`config.mk`:
```
export PLATFORM = sky130hd
export DESIGN_NAME = gpio_srcmux_top
export DESIGN_NICKNAME = d
export VERILOG_FILES = /design/src/rtl/gpio_mux_pkg.sv /design/src/rtl/gpio_regfile.sv /design/src/rtl/gpio_in_sync.sv /design/src/rtl/gpio_bank_mux.sv /design/src/rtl/gpio_srcmux_top.sv
export SDC_FILE = /design/constraint.sdc
export NUM_CORES = 1
export LEC_CHECK = 0
export BUFFER_PORTS_ARGS = -buffer_cell sky130_fd_sc_hd__clkbuf_2
export CAP_MARGIN = 15
export CORE_MARGIN = 5
export CORE_UTILIZATION = 52
export DETAILED_ROUTE_END_ITERATION = 10
export PLACE_DENSITY = 0.8
export SYNTH_ARGS = -nofsm -noshare
export SYNTH_HDL_FRONTEND = slang
export SYNTH_HIERARCHICAL = 1
export SYNTH_SLANG_ARGS = --single-unit
```
`constraint.sdc`:
```
create_clock -name clk -period 2.95 [get_ports clk]
set_input_delay 0.4425 -clock clk [delete_from_list [all_inputs] [get_ports clk]]
set_output_delay 0.4425 -clock clk [all_outputs]
set_load 0.005 [all_outputs]
```
`src/rtl/gpio_mux_pkg.sv`:
```
package gpio_mux_pkg;

    localparam int BANK_PINS = 16;
    localparam int NUM_BANKS = 2;
    localparam int SEL_W     = 2;
    localparam int OFS_W     = 2;
    localparam int NUM_REGS  = 1 << OFS_W;

    // per-pin output source code
    typedef enum logic [SEL_W-1:0] {
        SRC_SW   = 2'd0,
        SRC_ATR  = 2'd1,
        SRC_DBGA = 2'd2,
        SRC_DBGB = 2'd3
    } src_sel_e;

    // register word offsets
    typedef enum logic [OFS_W-1:0] {
        OFS_DATA  = 2'd0,
        OFS_TXSEL = 2'd1,
        OFS_RXSEL = 2'd2,
        OFS_DIR   = 2'd3
    } reg_ofs_e;

    function automatic src_sel_e sel_field(input logic [SEL_W*BANK_PINS-1:0] word, input int idx);
        return src_sel_e'(word[SEL_W*idx +: SEL_W]);
    endfunction

endpackage

```
`src/rtl/gpio_regfile.sv`:
```
module gpio_regfile
    import gpio_mux_pkg::*;
#(
    parameter int WORD_W = 32
) (
    input  logic              clk,
    input  logic              rst,
    input  logic              wr,
    input  logic [OFS_W-1:0]  addr,
    input  logic [WORD_W-1:0] wdata,
    output logic [WORD_W-1:0] sw_q,
    output logic [WORD_W-1:0] txsel_q,
    output logic [WORD_W-1:0] rxsel_q,
    output logic [WORD_W-1:0] dir_q
);

    logic [WORD_W-1:0] regs [NUM_REGS];

    for (genvar r = 0; r < NUM_REGS; r++) begin : g_reg
        always_ff @(posedge clk) begin
            if (rst)
                regs[r] <= '0;
            else if (wr && (addr == OFS_W'(r)))
                regs[r] <= wdata;
        end
    end

    assign sw_q    = regs[OFS_DATA];
    assign txsel_q = regs[OFS_TXSEL];
    assign rxsel_q = regs[OFS_RXSEL];
    assign dir_q   = regs[OFS_DIR];


    word_load_chk: assert property (@(posedge clk) disable iff (rst)
        (wr && addr == OFS_DIR) |=> (dir_q == $past(wdata)));


    txsel_hold_chk: assert property (@(posedge clk) disable iff (rst)
        !(wr && addr == OFS_TXSEL) |=> $stable(txsel_q));

endmodule

```
`src/rtl/gpio_in_sync.sv`:
```
module gpio_in_sync #(
    parameter int W      = 32,
    parameter int STAGES = 2
) (
    input  logic         clk,
    input  logic         rst,
    input  logic [W-1:0] d,
    output logic [W-1:0] q
);

    logic [W-1:0] stage [STAGES];

    for (genvar s = 0; s < STAGES; s++) begin : g_stage
        always_ff @(posedge clk) begin
            if (rst)
                stage[s] <= '0;
            else if (s == 0)
                stage[s] <= d;
            else
                stage[s] <= stage[(s > 0) ? s - 1 : 0];
        end
    end

    assign q = stage[STAGES-1];

    if (STAGES == 2) begin : g_chk
        logic [1:0] age;
        always_ff @(posedge clk) begin
            if (rst)
                age <= '0;
            else if (age != 2'd3)
                age <= age + 2'd1;
        end

        sync_delay_chk: assert property (@(posedge clk) disable iff (rst)
            (age >= 2'd2) |-> (q == $past(d, 2)));
    end

endmodule

```
`src/rtl/gpio_bank_mux.sv`:
```
module gpio_bank_mux
    import gpio_mux_pkg::*;
#(
    parameter int PINS = 16
) (
    input  logic                  clk,
    input  logic                  rst,
    input  logic [PINS-1:0]       dir,
    input  logic [SEL_W*PINS-1:0] sel,
    input  logic [PINS-1:0]       sw,
    input  logic [PINS-1:0]       atr,
    input  logic [PINS-1:0]       dbga,
    input  logic [PINS-1:0]       dbgb,
    output logic [PINS-1:0]       out,
    output logic [PINS-1:0]       oe
);

    for (genvar i = 0; i < PINS; i++) begin : g_pin
        src_sel_e code;
        logic     pick;

        assign code = src_sel_e'(sel[SEL_W*i +: SEL_W]);

        always_comb begin
            unique case (code)
                SRC_SW:   pick = sw[i];
                SRC_ATR:  pick = atr[i];
                SRC_DBGA: pick = dbga[i];
                SRC_DBGB: pick = dbgb[i];
                default:  pick = 1'b0;
            endcase
        end

        assign out[i] = dir[i] & pick;
        assign oe[i]  = dir[i];


        input_quiet_chk: assert property (@(posedge clk) disable iff (rst)
            !oe[i] |-> !out[i]);


        atr_route_chk: assert property (@(posedge clk) disable iff (rst)
            (oe[i] && code == SRC_ATR) |-> (out[i] == atr[i]));
    end

endmodule

```
`src/rtl/gpio_srcmux_top.sv`:
```
module gpio_srcmux_top
    import gpio_mux_pkg::*;
#(
    parameter int PINS_PER_BANK = BANK_PINS
) (
    input  logic                           clk,
    input  logic                           rst,
    input  logic                           bus_wr,
    input  logic [OFS_W-1:0]               bus_addr,
    input  logic [NUM_BANKS*PINS_PER_BANK-1:0] bus_wdata,
    output logic [NUM_BANKS*PINS_PER_BANK-1:0] bus_rdata,
    input  logic [NUM_BANKS*PINS_PER_BANK-1:0] pad_in,
    output logic [NUM_BANKS*PINS_PER_BANK-1:0] pad_out,
    output logic [NUM_BANKS*PINS_PER_BANK-1:0] pad_oe,
    input  logic [NUM_BANKS*PINS_PER_BANK-1:0] atr_word,
    input  logic [NUM_BANKS*PINS_PER_BANK-1:0] dbg_a,
    input  logic [NUM_BANKS*PINS_PER_BANK-1:0] dbg_b
);

    localparam int WORD_W  = NUM_BANKS * PINS_PER_BANK;
    localparam int SELREGW = SEL_W * PINS_PER_BANK;

    logic [WORD_W-1:0] sw_q, txsel_q, rxsel_q, dir_q, pins_sync;

    gpio_regfile #(.WORD_W(WORD_W)) u_regs (
        .clk     (clk),
        .rst     (rst),
        .wr      (bus_wr),
        .addr    (bus_addr),
        .wdata   (bus_wdata),
        .sw_q    (sw_q),
        .txsel_q (txsel_q),
        .rxsel_q (rxsel_q),
        .dir_q   (dir_q)
    );

    gpio_in_sync #(.W(WORD_W), .STAGES(2)) u_sync (
        .clk (clk),
        .rst (rst),
        .d   (pad_in),
        .q   (pins_sync)
    );

    // bank 0 (transmit side) sits in the upper half, bank 1 in the lower half
    for (genvar b = 0; b < NUM_BANKS; b++) begin : g_bank
        localparam int BASE = (NUM_BANKS - 1 - b) * PINS_PER_BANK;
        logic [SELREGW-1:0] bank_sel;

        if (b == 0) begin : g_tx
            assign bank_sel = txsel_q[SELREGW-1:0];
        end else begin : g_rx
            assign bank_sel = rxsel_q[SELREGW-1:0];
        end

        gpio_bank_mux #(.PINS(PINS_PER_BANK)) u_mux (
            .clk  (clk),
            .rst  (rst),
            .dir  (dir_q[BASE +: PINS_PER_BANK]),
            .sel  (bank_sel),
            .sw   (sw_q[BASE +: PINS_PER_BANK]),
            .atr  (atr_word[BASE +: PINS_PER_BANK]),
            .dbga (dbg_a[BASE +: PINS_PER_BANK]),
            .dbgb (dbg_b[BASE +: PINS_PER_BANK]),
            .out  (pad_out[BASE +: PINS_PER_BANK]),
            .oe   (pad_oe[BASE +: PINS_PER_BANK])
        );
    end

    always_comb begin
        unique case (reg_ofs_e'(bus_addr))
            OFS_DATA:  bus_rdata = pins_sync;
            OFS_TXSEL: bus_rdata = txsel_q;
            OFS_RXSEL: bus_rdata = rxsel_q;
            OFS_DIR:   bus_rdata = dir_q;
            default:   bus_rdata = '0;
        endcase
    end


    dir_to_oe_chk: assert property (@(posedge clk) disable iff (rst)
        (bus_wr && bus_addr == OFS_DIR) |=> (pad_oe == $past(bus_wdata)));

endmodule

```
Word level (Yosys, flattened, before mapping) --
Memories as Yosys holds them, arrays and structs flattened. Cells that the tools add are included.
Cells by class: eq/ne operators 99, muxes and demuxes 54, bitwise logic cells 38, reductions and logical operators 37
Operators by type and width (count):
- 32-bit 2-to-1 mux | 6
- 2-bit == test (second input constant) | 66
- 1-bit one-hot mux with 4 select lines | 32
- 32-bit one-hot mux with 4 select lines | 1
- 2-bit by 1-bit == test with 1-bit output (second input constant) | 33
- 2-bit logical NOT | 33
- 1-bit AND | 32
- 1-bit 2-to-1 mux | 15
- 1-bit bitwise OR | 6
- 1-bit logical AND | 4
Word-level totals: register bits 0, memory bits (writable) 192, input bits 165, memories kept 2
Memories:
- u_regs.regs | depth 4, bits a word 32, rd ports 4, clocked after Yosys merged registers in 0, write ports 4, RTL line gpio_regfile.sv:17 | logic [WORD_W-1:0] regs [NUM_REGS];
- u_sync.stage | depth 2, bits a word 32, rd ports 2, clocked after Yosys merged registers in 0, write ports 2, RTL line gpio_in_sync.sv:11 | logic [W-1:0] stage [STAGES];

Logic depth before layout (Yosys ltp) --
Gate-level depths: netlist of the first run.
depth after elaboration 6, depth in mapped cells 4, mapped depth without buffers 2

Modules after synthesis --
The synthesis of the first run kept the hierarchy.
By module, submodules not included:
- gpio_regfile | times used 1, cells an instance 319, area an instance 4779.6 µm², seq. area each 3843.7 µm²
- gpio_in_sync | times used 1, cells an instance 135, area an instance 1918.1 µm², seq. area each 1281.2 µm²
- gpio_bank_mux | times used 2, cells an instance 48, area an instance 580.6 µm², seq. area each 0.0 µm²
- gpio_srcmux_top | times used 1, cells an instance 39, area an instance 814.5 µm², seq. area each 0.0 µm²

Least setup slack after synthesis of the first run --
Ideal clock, no wire load.
path type in2reg, from input port bus_wr, to memory u_regs.regs[3][0], enable pin, setup time 428 ps, arrival 2346 ps, data required time 2522 ps, path slack 176 ps, stages on the path 4, cells stage by stage buf_2 -> buf_4 -> inv_1 -> o21bai_1
RTL lines:
- from (decl) | RTL line gpio_srcmux_top.sv:8 | input logic bus_wr,
- to (decl) | RTL line gpio_regfile.sv:17

==> reports/metrics.csv, run 1 <==
stage,metric,value,unit
route,DR WL/cell,21.80,microns
floorplan,die extent in y,139.2,microns
grt,largest net degree at the start of global routing,35,
sta,RSZ-0062 raised after global routing,no,
grt,Global Route Usage Sum,23.85,%
worst_setup_path,CP Class,register to primary output,
synthesis,register area share after synthesis,59.09,%
sta,fin. max-slew vios,0,
pwr,total power,6.152,mW
sta,Final Hold Viols,0,
clocking,hold buffer count at cts,0,
pwr,P per Cell Area,586.5,nW/um^2
route,Vias/cell,5.368,
floorplan,num rows,47,
floorplan,starting density of the core,52.67,%
clocking,clock-pin slew on the worst setup and hold paths,0.07,ns
floorplan,Die Wd,139.2,microns
worst_setup_path,crit-path max FO,2,
pwr,Lkg Pwr,4.239,nW
floorplan,# IOs,261,
worst_setup_path,worst reg2reg startpoint,u_sync/stage[0][15],
final_layout,Reg area,5125,sq um
synthesis,Post-synth ARST share,0,%
synthesis,Synth area leader,edfxtp_1,
clocking,clk sink count,192,
sta,Worst-Margin Slew,0.4858,ns
synthesis,Mapped Avg Cell Area,14.73,sq um
clocking,Clock Latency Late Sink,0.43,ns
route,DRC marker count from the first detailed-route iteration,480,
route,First-pass DRT Iterations,5,
placement,Final GP Congestion,0.8282,
synthesis,Ys Warns,6,
worst_setup_path,CP arrival,1.76,ns
route,number of antenna-violating nets in the routed design,0,
final_layout,Layout fillers,1274,
grt,GRT overflow,0,
clocking,CTS tree,yes,
sta,final period utilization,74.67,%
synthesis,top_reg_cell synth,edfxtp_1,
outcome,status,"complete, no violations",
synthesis,share of the synthesized area in the top cell type,44.32,%
synthesis,Post-Synthesis Cell Area,8673,sq um
synthesis,Synth Register Bits,192,
job,max-cap violation count,0,
worst_setup_path,Worst setup SP type,register,
sta,minimum clock period,2.203,ns
sta,Rel. slew slack,67.62,%
final_layout,area occupied by multi-input gates,3043,sq um
clocking,Post-CTS Resized,0,
synthesis,Synth cell types,23,
clocking,maximum level of the CTS H-tree,4,
min_path,Tightest Hold Check Type,input pin to register,
placement,Buffers on Ports,260,
sta,f_max,454.0,MHz
grt,first-pass GRT wire length,34680,microns
final_layout,Layout Nets,984,
final_layout,Layout area overhead,20.93,%
floorplan,die area,19360,sq um
worst_setup_path,Setup crit start,u_regs/regs[2][14],
clocking,Root Driver,clkbuf_16,
synthesis,Synth area leaders,"edfxtp_1, mux4_2, dfxtp_1",
grt,vias in the first global route,5989,
final_layout,antenna cells,0,
pwr,Max VDD drop,0.0004239,V
min_path,hold_sp,pad_in[3],
sta,Final WS setup,0.7473,ns
route,WL final,22940,microns
sta,Worst Skew,0.006039,ns
clocking,setup bufs post-CTS,0,
synthesis,post-synth net total,754,
route,DRC errors left,0,
final_layout,fraction of layout cells with a size suffix above 1,53.37,%
worst_setup_path,Worst EP required,2.51,ns
placement,DP Wirelength,17170,microns
sta,TNS Setup,0,ns
clocking,CTS Buf Count,17,
clocking,CTS max path bufs,2,
synthesis,post-synthesis cell count,589,
grt,antenna violations before repair,2,
sta,Fin Hold WS,0.2171,ns
floorplan,area of the core,16470,sq um
worst_setup_path,CP Capture Type,primary output,
placement,pre-CTS WS,0.7640,ns
sta,Finish-stage setup viols,0,
route,DR vias,5647,
synthesis,count of flip-flops with a built-in enable after synthesis,128,
## Yosys cell counts (8+ instances only)
cell type and n:
nor2_1 126, buf_2 17, mux4_2 62, buf_6 8, buf_4 33, edfxtp_1 128
nor2b_2 60, nand3b_1 31, and2_1 32, dfxtp_1 64
## layout make-up
class | instances | share of cell area [%]
Clock buffer | 17 | 4.056
Inverter | 1 | 0.03579
Multi-Input combinational cell | 328 | 29.01
Clock inverter | 15 | 1.384
Tap cell | 220 | 2.624
Sequential cell | 192 | 48.86
Timing Repair Buffer | 279 | 14.03
## registers in the layout, summed over array words and instances (netlist names)
register and flops:
u_regs/regs 128, u_sync/stage 64
## path summary, 6_finish.rpt
kind	endpoint	slack [ns]	cells after the start
max	pad_out[7]	0.75	3
min	u_sync/stage[0][3]	0.22	2
max reg2reg	u_sync/stage[1][15]	2.35	1
min reg2reg	u_sync/stage[1][3]	0.44	1
## cell usage in the layout (no fill, tap or decap), types with 3 or more instances in the layout
| cell type | instances |
|---|---|
| clkbuf_2 | 259 |
| nor2b_2 | 60 |
| edfxtp_1 | 128 |
| nor2b_1 | 4 |
| o21bai_4 | 4 |
| mux4_2 | 62 |
| nand3b_1 | 31 |
| clkbuf_16 | 17 |
| inv_6 | 5 |
| nor2_1 | 126 |
| dfxtp_1 | 64 |
| and2_1 | 32 |
| buf_4 | 18 |
| inv_4 | 3 |
## routing by layer
layer / share of wire, % / up-vias / global-route usage (%)
met5: 0.092 / - / 0
met4: 2.5 / 4 / 8.754
met3: 6.7 / 43 / 5.621
met2: 52 / 263 / 41.29
met1: 39 / 2791 / 29.29
li1: - / 2546 / -
## cell families (layout without fill, tap and decap cells)
kind of cell,Yosys count,in the layout,share of synthesized area [%]
AND/OR/NAND/NOR,260,260,17.43
flip-flops,192,192,59.09
buffers and inverters,69,312,6.434
multiplexers,64,64,16.71
AO/OA/AOI/OAI,4,4,0.3462
## report_power, final
part,switching [mW],internal (mW)
Combinational,0.326,0.413
Clock,1.04,1.19
Sequential,0.130,3.05
## worst max-delay path, cell delays in order (launching register included)
cell      delay [ns]
edfxtp_1        0.47
mux4_2          0.56
and2_1          0.18
clkbuf_2        0.12
## metrics by stage
stage               instance area [sq um]  instances  utilization [%]
floorplan                            8673        589                -
global placement                     9918       1020            60.24
detailed placement                   9918       1020            60.24
CTS                                 10490       1052            63.70
global route                        10490       1052            63.70
finish                              10490       1052            63.70
(Power assumes the default switching activity.)
==> inputs of run 2 (changes only) <==
clock period = 2.1 ns   (was 2.95 ns; I/O delays follow)
==> run 2 against run 1 <==
  * Die area unchanged
  * Sequential share of layout area shrank 0.53 points
  * Clock skew is 0.0014 ns higher
  * Largest power group unchanged
  * Largest cell class unchanged
  * Critical path depth is the same
  * Utilization increased by 0.70 points
  * Non-clock buffer count rose by 2
  * Worst hold slack worse by 0.11 ns
  * Clock power rose by 56%
  * Via count increased by 0.64%
==> reports/metrics.csv, run 2 (synthesized netlist as in run 1, its figures left out) <==
stage,metric,value,unit,change
clocking,setup bufs post-CTS,0,,unchanged
worst_setup_path,CP Class,register to primary output,,unchanged
pwr,internal power,6.916,mW,was 4.653 mW
worst_setup_path,Worst EP required,1.78,ns,was 2.51 ns
final_layout,max FFs per register,128,,unchanged
clocking,maximum level of the CTS H-tree,4,,unchanged
outcome,status,"complete, no violations",,unchanged
floorplan,area of the core,16470,sq um,unchanged
job,max-cap violation count,0,,unchanged
grt,vias in the first global route,6167,,was 5989
sta,fin. max-slew vios,0,,unchanged
clocking,CTS max path bufs,2,,unchanged
sta,final period utilization,95.79,%,
sta,f_max,497.1,MHz,
final_layout,fraction of layout cells with a size suffix above 1,53.48,%,was 53.37%
worst_setup_path,CP arrival,1.70,ns,was 1.76 ns
sta,Worst Skew,0.007425,ns,was 0.006039 ns
sta,minimum clock period,2.012,ns,
clocking,CTS Buf Count,17,,unchanged
placement,DP Wirelength,16970,microns,was 17170 microns
final_layout,Final Cell Area,10600,sq um,was 10490 sq um
final_layout,"commonest non-fill, non-tap cell in the layout",clkbuf_2,,unchanged
placement,area post-placement,9958,sq um,was 9918 sq um
worst_setup_path,crit-path max FO,2,,unchanged
floorplan,Die Wd,139.2,microns,unchanged
route,DR WL/cell,21.71,microns,was 21.80 microns
clocking,Clock Latency Late Sink,0.42,ns,was 0.43 ns
clocking,CTS tree,yes,,unchanged
grt,antenna violations before repair,0,,was 2
final_layout,antenna cells,0,,unchanged
floorplan,starting density of the core,52.67,%,unchanged
clocking,hold buffer count at cts,0,,unchanged
sta,Worst-Margin Slew,0.4623,ns,was 0.4858 ns
floorplan,# IOs,261,,unchanged
worst_setup_path,critical path's slowest cell,mux4_2,,unchanged
clocking,Root Driver,clkbuf_16,,unchanged
grt,Global Route Usage Sum,24.00,%,was 23.85%
pwr,sequential power share,49.7,%,was 51.7%
worst_setup_path,Setup crit start,u_regs/regs[2][14],,unchanged
route,First-pass DRT Iterations,5,,unchanged
route,DRC marker count from the first detailed-route iteration,381,,was 480
route,Vias/cell,5.392,,was 5.368
placement,Buffers on Ports,260,,unchanged
pwr,clock power share,38.6,%,was 36.3%
worst_setup_path,reg2reg setup slack,1.51,ns,was 2.35 ns
pwr,sw frac,22.93,%,was 24.36%
min_path,hold_sp,pad_in[28],,was pad_in[3]
final_layout,final core occ,64.40,%,was 63.70%
pwr,P per Cell Area,846.3,nW/um^2,was 586.5 nW/um^2
floorplan,die area,19360,sq um,unchanged
route,DRC errors left,0,,unchanged
grt,GRT overflow,0,,unchanged
sta,RSZ-0062 raised after global routing,no,,unchanged
sta,Final Hold Viols,0,,unchanged
route,DR vias,5683,,was 5647
floorplan,num rows,47,,unchanged
final_layout,Layout area overhead,22.26,%,was 20.93%
final_layout,Layout fillers,1260,,was 1274
route,WL final,22890,microns,was 22940 microns
final_layout,Layout Nets,986,,was 984
floorplan,die extent in y,139.2,microns,unchanged
sta,Finish-stage setup viols,0,,unchanged
worst_setup_path,Worst setup SP type,register,,unchanged
placement,Final GP Congestion,0.8507,,was 0.8282
route,number of antenna-violating nets in the routed design,0,,unchanged
placement,Post-Place Cells,1022,,was 1020
final_layout,most flop-heavy register,u_regs/regs,,unchanged
sta,TNS Setup,0,ns,unchanged
pwr,Logic pwr share,11.7,%,was 12.0%
clocking,clk sink count,192,,unchanged
clocking,clock-pin slew on the worst setup and hold paths,0.07,ns,about the same
worst_setup_path,worst reg2reg startpoint,u_sync/stage[0][15],,unchanged
grt,first-pass GRT wire length,34970,microns,was 34680 microns
min_path,Tightest Hold Check Type,input pin to register,,unchanged
sta,Rel. slew slack,69.18,%,was 67.62%
worst_setup_path,worst path cell trace,mux4_2 > and2_1 > clkbuf_2,,unchanged
worst_setup_path,CP Capture Type,primary output,,unchanged
worst_setup_path,Crit path largest cell delay,0.54,ns,was 0.56 ns
pwr,Net Switching,2.058,mW,was 1.498 mW
pwr,Lkg Pwr,4.295,nW,was 4.239 nW
final_layout,most frequent cells in the layout,"clkbuf_2, edfxtp_1, nor2_1",,unchanged
pwr,Max VDD drop,0.0005115,V,was 0.0004239 V
clocking,Post-CTS Resized,0,,unchanged
grt,largest net degree at the start of global routing,43,,was 35
final_layout,fin cells,1054,,was 1052
final_layout,Largest regs,"u_regs/regs x128, u_sync/stage x64",,unchanged
[run 2: changes by cell type in the layout (fill, tap and decap cells not counted), sizes merged]
| cell | previous run | this run |
|---|---|---|
| buf | 20 | 22 |
| clkbuf | 276 | 279 |
| clkinvlp | 1 | 0 |
| bufinv | 1 | 3 |
| inv | 11 | 7 |
[run 2: worst paths after layout]
path	cells past startpoint	to
setup / recovery	3	pad_out[7]
hold / removal	2	u_sync/stage[0][28]
setup reg to reg	1	u_sync/stage[1][15]
hold reg to reg	1	u_sync/stage[1][26]
[run 2: cell type report]
class / instances / area, sq um / area share, %
tap: 220 / 275.3 / 2.596
inverter: 1 / 3.754 / 0.03540
clock inverter: 12 / 167.7 / 1.581
timing repair buffer: 281 / 1511 / 14.25
multi-input combinational: 328 / 3043 / 28.70
clock buffer: 20 / 478.0 / 4.507
sequential: 192 / 5125 / 48.33
[run 2: worst max-delay path, delay by kind of cell (launching register included)]
| kind | cells | cell delay (ns) |
|---|---|---|
| mux | 1 | 0.54 |
| flops | 1 | 0.44 |
| simple gates | 1 | 0.19 |
| buf+inv | 1 | 0.12 |
[run 2: metal layers]
layer,global-route usage (%),up-vias,share of wire (%)
li1,-,2547,-
met1,29.39,2773,38
met2,40.60,306,51
met3,6.103,57,7.5
met4,10.35,0,3.5
met5,0,-,0
[run 2: power groups by stage]
stage | clock network [mW] | registers, mW | logic (mW)
floorplan | 0 | 4.45 | 0.669
global placement | 0 | 4.54 | 1.03
detailed placement | 0 | 4.54 | 1.05
CTS | 3.51 | 4.47 | 1.06
global route | 3.68 | 4.49 | 1.13
finish | 3.47 | 4.46 | 1.05
[run 2: through the flow]
stage / total power, mW / hold slack, ns / setup WS [ns]
after global placement: 5.574 / 0.4159 / 0.2874
after detailed placement: 5.598 / 0.4211 / 0.2868
after CTS: 9.029 / 0.08720 / 0.03687
final: 8.974 / 0.1043 / 0.08850
after global routing: 9.300 / 0.08350 / 0.01666
after floorplan: 5.117 / 0.4138 / -0.5470
